File: src/rtl/fa_pkg.sv
package fa_pkg;
    localparam logic [7:0] SYNC_HI  = 8'hF6;
    localparam logic [7:0] SYNC_LO  = 8'h28;
    localparam int         ACQ_LEN  = 4;
    localparam int         CHK_LEN  = 3;
    localparam int         HIST_LEN = ACQ_LEN - 1;
    localparam int         MARK_POS = 5;
    localparam logic [ACQ_LEN*8-1:0] ACQ_WORD = {SYNC_HI, SYNC_HI, SYNC_LO, SYNC_LO};
    localparam logic [CHK_LEN*8-1:0] CHK_WORD = {SYNC_HI, SYNC_LO, SYNC_LO};

    typedef enum logic {
        ST_SEARCH = 1'b0,
        ST_LOCKED = 1'b1
    } sync_st_e;
endpackage

File: src/rtl/fa_window.sv
module fa_window
    import fa_pkg::*;
(
    input  logic       clk,
    input  logic       rst_n,
    input  logic       byte_valid,
    input  logic [7:0] byte_in,
    output logic       acq_hit,
    output logic       chk_hit
);
    localparam int HW = HIST_LEN * 8;

    logic [HW-1:0]        hist_d, hist_q;
    logic [ACQ_LEN*8-1:0] win;
    logic [ACQ_LEN-1:0]   byte_eq;

    assign win = {hist_q, byte_in};

    for (genvar g = 0; g < ACQ_LEN; g++) begin : g_cmp
        assign byte_eq[g] = (win[g*8 +: 8] == ACQ_WORD[g*8 +: 8]);
    end

    // acquisition needs every byte of the window; the in-frame check
    // compares its own, shorter pattern over the newest bytes
    assign acq_hit = &byte_eq;
    assign chk_hit = (win[CHK_LEN*8-1:0] == CHK_WORD);

    always_comb begin
        hist_d = hist_q;
        if (byte_valid) begin
            hist_d = {hist_q[HW-9:0], byte_in};
        end
    end

    always_ff @(posedge clk) begin
        if (!rst_n) begin
            hist_q <= '0;
        end else begin
            hist_q <= hist_d;
        end
    end
endmodule

File: src/rtl/fa_poscnt.sv
module fa_poscnt
    import fa_pkg::*;
#(
    parameter int FRAME_LEN = 16320,
    parameter int POS_W     = $clog2(FRAME_LEN + 1)
) (
    input  logic             clk,
    input  logic             rst_n,
    input  logic             advance,
    input  logic             load_mark,
    output logic [POS_W-1:0] pos_q,
    output logic             at_wrap,
    output logic             at_mark
);
    localparam logic [POS_W-1:0] LAST  = POS_W'(FRAME_LEN);
    localparam logic [POS_W-1:0] FIRST = POS_W'(1);
    localparam logic [POS_W-1:0] MARK  = POS_W'(MARK_POS);

    logic [POS_W-1:0] pos_d;

    assign at_wrap = (pos_q == LAST);
    assign at_mark = (pos_q == MARK - FIRST);

    always_comb begin
        pos_d = pos_q;
        if (advance) begin
            if (load_mark) begin
                pos_d = MARK;
            end else if (at_wrap) begin
                pos_d = FIRST;
            end else begin
                pos_d = pos_q + FIRST;
            end
        end
    end

    always_ff @(posedge clk) begin
        if (!rst_n) begin
            pos_q <= LAST;
        end else begin
            pos_q <= pos_d;
        end
    end
endmodule

File: src/rtl/fa_sync.sv
module fa_sync
    import fa_pkg::*;
#(
    parameter int MISS_LIMIT = 5,
    parameter int MISS_W     = $clog2(MISS_LIMIT + 1)
) (
    input  logic clk,
    input  logic rst_n,
    input  logic byte_valid,
    input  logic acq_hit,
    input  logic chk_hit,
    input  logic at_mark,
    input  logic at_wrap,
    output logic load_mark,
    output logic frame_start,
    output logic in_frame
);
    localparam logic [MISS_W-1:0] MISS_TOP = MISS_W'(MISS_LIMIT - 1);
    localparam logic [MISS_W-1:0] MISS_ONE = MISS_W'(1);

    typedef struct packed {
        sync_st_e          st;
        logic              armed;
        logic [MISS_W-1:0] miss;
        logic              fs;
    } sync_reg_t;

    sync_reg_t r_d, r_q;

    always_comb begin
        r_d       = r_q;
        r_d.fs    = 1'b0;
        load_mark = 1'b0;
        if (byte_valid) begin
            unique case (r_q.st)
                ST_SEARCH: begin
                    if (!r_q.armed) begin
                        if (acq_hit) begin
                            r_d.armed = 1'b1;
                            load_mark = 1'b1;
                        end
                    end else if (at_mark) begin
                        r_d.armed = 1'b0;
                        if (acq_hit) begin
                            r_d.st   = ST_LOCKED;
                            r_d.miss = '0;
                        end
                    end
                end
                ST_LOCKED: begin
                    if (at_mark) begin
                        if (chk_hit) begin
                            r_d.miss = '0;
                        end else if (r_q.miss == MISS_TOP) begin
                            r_d.st   = ST_SEARCH;
                            r_d.miss = '0;
                        end else begin
                            r_d.miss = r_q.miss + MISS_ONE;
                        end
                    end
                end
                default: r_d = r_q;
            endcase
            r_d.fs = (r_d.st == ST_LOCKED) && at_wrap;
        end
    end

    always_ff @(posedge clk) begin
        if (!rst_n) begin
            r_q <= '{st: ST_SEARCH, armed: 1'b0, miss: '0, fs: 1'b0};
        end else begin
            r_q <= r_d;
        end
    end

    assign frame_start = r_q.fs;
    assign in_frame    = (r_q.st == ST_LOCKED);
endmodule

File: src/rtl/frame_aligner.sv
module frame_aligner
    import fa_pkg::*;
#(
    parameter int FRAME_LEN  = 16320,
    parameter int MISS_LIMIT = 5,
    localparam int POS_W     = $clog2(FRAME_LEN + 1)
) (
    input  logic             clk,
    input  logic             rst_n,
    input  logic             byte_valid,
    input  logic [7:0]       byte_in,
    output logic             frame_start,
    output logic             in_frame,
    output logic [POS_W-1:0] byte_pos
);
    logic acq_hit, chk_hit;
    logic at_mark, at_wrap, load_mark;

    fa_window u_win (
        .clk        (clk),
        .rst_n      (rst_n),
        .byte_valid (byte_valid),
        .byte_in    (byte_in),
        .acq_hit    (acq_hit),
        .chk_hit    (chk_hit)
    );

    fa_poscnt #(
        .FRAME_LEN (FRAME_LEN),
        .POS_W     (POS_W)
    ) u_cnt (
        .clk       (clk),
        .rst_n     (rst_n),
        .advance   (byte_valid),
        .load_mark (load_mark),
        .pos_q     (byte_pos),
        .at_wrap   (at_wrap),
        .at_mark   (at_mark)
    );

    fa_sync #(
        .MISS_LIMIT (MISS_LIMIT)
    ) u_sync (
        .clk         (clk),
        .rst_n       (rst_n),
        .byte_valid  (byte_valid),
        .acq_hit     (acq_hit),
        .chk_hit     (chk_hit),
        .at_mark     (at_mark),
        .at_wrap     (at_wrap),
        .load_mark   (load_mark),
        .frame_start (frame_start),
        .in_frame    (in_frame)
    );
endmodule

File: config.mk
export PLATFORM = sky130hd
export DESIGN_NAME = frame_aligner
export DESIGN_NICKNAME = d
export VERILOG_FILES = /design/src/rtl/fa_pkg.sv /design/src/rtl/fa_window.sv /design/src/rtl/fa_poscnt.sv /design/src/rtl/fa_sync.sv /design/src/rtl/frame_aligner.sv
export SDC_FILE = /design/constraint.sdc
export NUM_CORES = 1
export LEC_CHECK = 0
export ABC_AREA = 1
export ABC_CLOCK_PERIOD_IN_PS = 1500
export BUFFER_PORTS_ARGS = -buffer_cell sky130_fd_sc_hd__buf_2
export CORE_ASPECT_RATIO = 1.5
export CORE_MARGIN = 1.5
export CORE_UTILIZATION = 57
export DETAILED_ROUTE_END_ITERATION = 6
export PLACE_DENSITY = 0.85
export SKIP_LAST_GASP = 1
export SLEW_MARGIN = 40
export SYNTH_ARGS = -nofsm -noshare
export SYNTH_HDL_FRONTEND = slang
export SYNTH_SLANG_ARGS = --single-unit
File: constraint.sdc
create_clock -name clk -period 1.5 [get_ports clk]
set_input_delay 0.225 -clock clk [delete_from_list [all_inputs] [get_ports clk]]
set_output_delay 0.225 -clock clk [all_outputs]
set_load 0.1 [all_outputs]
==> flow_metrics.py, run 1 <==
metrics = {
    "floorplan": {
        "pin_count": 27,
        "die_y_um": 80.7,
        "dieArea_sq_um": 4420,
        "core_area_sq_um": 3890,
        "rows": 28,
        "die_x_um": 54.8,
        "start_util_pct": 59.0,
    },
    "clock_network": {
        "cts_buffer_depth": 2,
        "htree_levels": 2,
        "ctsHoldBuffers": 0,
        "clkLatencyLatePin_ns": 0.31,
        "cts_root_buf": "clkbuf_8",
        "cts_buffers": 5,
        "clk_pin_slew_ns": 0.08,
        "cts_tree": "done",
        "clock_sinks": 44,
    },
    "placement": {
        "placed_cells": 411,
        "io_buffers": 26,
        "gp_congestion": 0.894,
        "hpwlAfterDp_um": 4000,
        "preCtsSetupSlack_ns": -0.118,
    },
    "synthesis": {
        "syn_nets": 360,
        "netlist.area_leader.share_pct": 38.4,
        "synth_compound_area_share_pct": 12.3,
        "syn_area_per_cell_sq_um": 6.65,
        "synth_largest_area_cell": "dfxtp_1",
        "synth_seq_area_share_pct": 38.4,
        "synth.area.top_cells": "dfxtp_1 38%, nor2_1 12%, nand2_1 9.3%, o21ai_0 6.8%, inv_1 6.1%",
        "synth_ff_type": "dfxtp_1",
        "synthArstFlopShare_pct": 0,
        "synth_fa_ha_area_share_pct": 2.18,
        "synth-xor-area-share_pct": 3.44,
        "synth_top_family_by_area": "simple AND/OR/NAND/NOR gates",
        "ys_types": 27,
        "synth-seq-cells": 44,
        "netlist_instances": 345,
        "synthMuxAreaShare_pct": 0,
        "netlist_area_sq_um": 2290,
        "yosys.area_share.simple_pct": 34.6,
        "yosys_warnings": 0,
        "synth_edf_count": 0,
    },
    "drt": {
        "first_iter_violations": 147,
        "wire_per_inst_um": 14.1,
        "vias": 2379,
        "dr.pass1.iters": 4,
        "drtAntennaViolNets": 0,
        "drt_wl_total_um": 6070,
        "drc": 0,
        "viasPerCell": 5.52,
    },
    "final_layout": {
        "syn_to_final_growth_pct": 24.3,
        "antenna_cells": 0,
        "drive_gt1_share_pct": 30.3,
        "final_util_pct": 73.3,
        "final_cells": 431,
        "nets": 400,
    },
    "timing": {
        "tightestPinTransition_ns": 0.487,
        "fmax_mhz": 663,
        "slew_viol_final": 0,
        "fin_ws_ns": -0.00926,
        "period_minus_slack_ns": 1.51,
        "period_share_pct": 101,
        "hold_viol_final": 0,
        "setup_viol": 1,
        "finClkSkew_ns": 0.00936,
        "grt_setup_unrepaired": "true",
        "relSlewSlack_pct": 67.8,
    },
    "min_path": {
        "hold_path.class": "in2reg",
    },
    "grt": {
        "antenna_found_initial": 0,
        "grt_pass1_wl_um": 9650,
        "grt_start_max_net_pins": 41,
        "grt_overflow": 0,
        "grt_pass1_vias": 2283,
        "grtUsageTotal_pct": 29.6,
    },
    "outcome": {
        "outcome": "finished, violations left",
        "violations": "setup timing",
    },
    "setup_path": {
        "arrival_ns": 1.75,
        "path_class": "reg2reg",
        "critPathLaunchType": "flop",
        "worstPathRequired_ns": 1.74,
        "endpoint_kind": "flop",
        "cp_max_fo": 6,
    },
    "power": {
        "vdd_ir_drop_max_v": 0.000947,
        "power_density_nw_per_um2": 923,
        "power_mw": 2.63,
        "leakagePower_nw": 1.30,
    },
    "job": {
        "drv_cap": 0,
    },
}
-- timing repair --
item	in CTS	in global routing
setup endpoints to repair	10	17
buffers inserted	6	6
hold endpoints to repair	0	0
gates resized for setup	10	32
pin swaps	8	21
-- per-stage QoR --
stage	area, sq um	hold WS, ns	setup TNS (ns)
finish	2850	0.162	-0.00926
global route	2850	0.178	-0.783
CTS	2720	0.160	-0.0348
detailed placement	2550	0.474	-0.503
global placement	2550	0.466	-0.158
floorplan	2360	0.360	-0.0594
-- worst paths after layout --
path                                                     from                             to  slack [ns]  cells past startpoint
worst max register to register    u_cnt.pos_q[6]$_SDFFE_PN1P_     u_sync.r_q[3]$_SDFFE_PN0P_      -0.009                     11
worst max-delay path              u_cnt.pos_q[6]$_SDFFE_PN1P_     u_sync.r_q[3]$_SDFFE_PN0P_      -0.009                     11
worst min-delay path                               byte_in[1]   u_win.hist_q[1]$_SDFFE_PN0P_        0.16                      3
worst min register to register  u_win.hist_q[20]$_SDFFE_PN0P_  u_win.hist_q[20]$_SDFFE_PN0P_        0.49                      2
-- worst max-delay path: stages, from the launching register on --
cell     delay (ns)
dfxtp_4        0.37
inv_1          0.12
nand2_2        0.09
nor2_4         0.09
nand2_2        0.07
nor3_2         0.20
nand2_2        0.11
nand2_4        0.10
nand2_4        0.06
nand2_1        0.06
nand2_1        0.05
nor2_1         0.10
-- cell type report --
cell class	instances	area (sq um)
Clock buffer	6	82.6
Clock inverter	2	10.0
Fill cell	329	1040
Inverter	39	154
Multi-Input combinational cell	249	1310
Sequential cell	44	943
Tap cell	45	56.3
Timing Repair Buffer	46	293
-- placed cells by master, fill, tap and decap left out, drive strengths merged --
master  count
clkbuf      6
xnor2       1
nor2       75
buf        46
xor2        8
ha          4
inv        39
nor3       10
o21ai      32
or2         1
and2        1
a31oi       1
and3        2
nand4      14
clkinv      2
dfxtp      44
nand2      61
a21oi      23
nand3      16
-- cell families (layout without fill, tap and decap cells) --
family	count (synthesis)	in the layout
xor+xnor	9	9
fa+ha+maj	4	4
simple gates	180	180
compound gates	56	56
buf+inv	52	93
flops	44	44
-- where the power goes --
group / internal, mW / leakage (nW) / switching [mW]
Sequential: 1.23 / 0.370 / 0.0689
Combinational: 0.158 / 0.878 / 0.403
Clock: 0.368 / 0.0510 / 0.404
-- per-layer routing --
| metal | global-route usage (%) | share of wire (%) | vias to the layer above | wire length, um |
|---|---|---|---|---|
| li1 | - | - | 1189 | - |
| met1 | 30.9 | 36 | 1077 | 2160 |
| met2 | 51.4 | 55 | 79 | 3340 |
| met3 | 5.39 | 4.1 | 34 | 248 |
| met4 | 19.0 | 5.1 | 0 | 308 |
| met5 | 0 | 0 | - | 0 |
-- cell usage after synthesis, types with 2 or more instances --
master    count
dfxtp_1      44
xor2_1        8
ha_1          4
nand4_2       2
o21ai_0      31
nand2_1      57
a21oi_1      23
inv_2         2
and3_1        2
nand2_2       4
nand3_1      15
nand4_1      12
inv_1        37
nor2_1       72
nor3_1        9
clkbuf_1     10
nor2_2        3
-- flip-flops by register name (all words and copies together) (netlist names) --
signal and cells:
u_cnt.pos_q 14, u_sync.frame_start 1, u_sync.in_frame 1, u_sync.r_q 4
u_win.hist_q 24
(Power assumes the default switching activity.)
==> run 2, diff against run 1 <==
--- a/config.mk
+++ b/config.mk
@@ -13,6 +13,7 @@
 export CORE_UTILIZATION = 57
 export DETAILED_ROUTE_END_ITERATION = 6
 export PLACE_DENSITY = 0.85
+export SKIP_CTS_REPAIR_TIMING = 1
 export SKIP_LAST_GASP = 1
 export SLEW_MARGIN = 40
 export SYNTH_ARGS = -nofsm -noshare
==> run 2 against run 1 <==
  * Hold slack lost 0.0021 ns
  * Global-route usage shrank 0.77 points
  * The run still ends with setup timing left
  * Critical path depth shrank 3
  * Clock skew is essentially flat
  * Die area is the same
  * Critical endpoint is now u_cnt.pos_q[1]$_SDFFE_PN0P_
  * Fmax shrank 2.8%
  * Largest cell class unchanged
  * Wire length grew 0.54%
  * Highest routed layer unchanged
==> flow_metrics.py, run 2 (same netlist as run 1, synthesis figures left out) <==
metrics = {
    "timing": {
        "setup_viol": 8,
        "tightestPinTransition_ns": 0.486,
        "fin_ws_ns": -0.0522,
        "period_minus_slack_ns": 1.55,
        "period_share_pct": 103,
        "finClkSkew_ns": 0.00939,
        "relSlewSlack_pct": 67.8,
        "slew_viol_final": 0,
        "hold_viol_final": 0,
        "grt_setup_unrepaired": "true",
        "fmax_mhz": 644,
    },
    "floorplan": {
        "start_util_pct": 59.0,
        "die_y_um": 80.7,
        "pin_count": 27,
        "dieArea_sq_um": 4420,
        "rows": 28,
        "core_area_sq_um": 3890,
        "die_x_um": 54.8,
    },
    "setup_path": {
        "endpoint_kind": "flop",
        "critPathLaunchType": "flop",
        "arrival_ns": 1.72,
        "cp_max_fo": 4,
        "path_class": "reg2reg",
        "max_stage_delay_ns": 0.37,
        "worstPathRequired_ns": 1.67,
        "path_cells": "inv_4 > ha_4 > inv_4 > nor3_1 > nand4_2 > buf_4 > nand4_1 > a21oi_1",
        "cp.depth": 8,
        "ff2ff_path_depth": 8,
        "crit_buf_inv": 3,
        "path_delay_family": "simple AND/OR/NAND/NOR gates",
        "cp_common_cell": "inv_4",
        "slowest_stage": "dfxtp_4",
    },
    "drt": {
        "viasPerCell": 5.54,
        "drt_wl_total_um": 6100,
        "wire_per_inst_um": 14.2,
        "vias": 2378,
        "drtAntennaViolNets": 0,
        "first_iter_violations": 90,
        "drc": 0,
        "dr.pass1.iters": 4,
    },
    "final_layout": {
        "final_util_pct": 73.2,
        "final_common_cell": "nor2_1",
        "largestRegisters": "u_win.hist_q x24, u_cnt.pos_q x14, u_sync.r_q x4",
        "syn_to_final_growth_pct": 24.1,
        "antenna_cells": 0,
        "largest_reg_flops": 24,
        "nets": 398,
        "regMostFlops": "u_win.hist_q",
        "design_area_sq_um": 2850,
        "drive_gt1_share_pct": 30.2,
        "final_cell_mix": "60 x nor2_1, 52 x nand2_1, 32 x inv_1",
        "final_cells": 429,
    },
    "placement": {
        "gp_congestion": 0.894,
        "dpl-instance-area_sq_um": 2550,
        "hpwlAfterDp_um": 4000,
        "io_buffers": 26,
        "preCtsSetupSlack_ns": -0.118,
        "placed_cells": 411,
    },
    "min_path": {
        "holdPathStages": 3,
        "hold_path.class": "in2reg",
    },
    "power": {
        "vdd_ir_drop_max_v": 0.000940,
        "power_density_nw_per_um2": 927,
        "leakagePower_nw": 1.29,
    },
    "grt": {
        "grt_overflow": 0,
        "grt_start_max_net_pins": 41,
        "antenna_found_initial": 0,
        "grt_pass1_vias": 2192,
        "grt_pass1_wl_um": 9380,
        "grtUsageTotal_pct": 28.8,
    },
    "clock_network": {
        "cts_buffers": 5,
        "clkLatencyLatePin_ns": 0.30,
        "cts_tree": "done",
        "htree_levels": 2,
        "cts_buffer_depth": 2,
        "clk_pin_slew_ns": 0.08,
        "clock_sinks": 44,
        "cts_root_buf": "clkbuf_8",
    },
    "job": {
        "drv_cap": 0,
    },
    "outcome": {
        "outcome": "finished, violations left",
        "violations": "setup timing",
    },
}
-- run 2: routing by layer --
layer  share of wire, %  GRT usage [%]  wire length [um]  vias to the layer above
li1                   -              -                 -                     1185
met1                 36           30.0              2220                     1094
met2                 55           49.6              3350                       77
met3                4.3           6.32               264                       22
met4                4.3           18.0               260                        0
met5                  0              0                 0                        -
-- run 2: path summary, 6_finish.rpt --
kind	endpoint	slack (ns)	start
min reg2reg	u_win.hist_q[20]$_SDFFE_PN0P_	0.48	u_win.hist_q[20]$_SDFFE_PN0P_
max reg2reg	u_cnt.pos_q[1]$_SDFFE_PN0P_	-0.05	u_cnt.pos_q[1]$_SDFFE_PN0P_
max	u_cnt.pos_q[1]$_SDFFE_PN0P_	-0.05	u_cnt.pos_q[1]$_SDFFE_PN0P_
min	u_win.hist_q[1]$_SDFFE_PN0P_	0.16	byte_in[1]
-- run 2: layout make-up --
type                    count  area [sq um]
multi-input cells         249          1320
fillers                   323          1040
flip-flops and latches     44           946
repair buffers             44           282
inverters                  39           154
clock buffers               6          82.6
well taps                  45          56.3
clock inverters             2          10.0
-- run 2: worst register-to-register path: cells and delay by family (launching register included) --
family	cells	cell delay [ns]
flops	1	0.37
buf+inv	3	0.33
fa+ha+maj	1	0.13
compound gates	1	0.07
simple gates	3	0.53
-- run 2: power breakdown --
part | internal [mW] | leakage [nW] | switching (mW)
clock network | 0.368 | 0.0510 | 0.408
logic | 0.157 | 0.863 | 0.403
registers | 1.23 | 0.371 | 0.0717
-- run 2: per-stage QoR --
step	TNS [ns]	total power, mW	hold WS [ns]
3_5_place_dp	-0.503	1.82	0.474
2_1_floorplan	-0.0594	1.70	0.360
3_3_place_gp	-0.158	1.81	0.466
6_report	-0.294	2.64	0.160
5_1_grt	-1.11	2.75	0.177
4_1_cts	-0.661	2.59	0.160
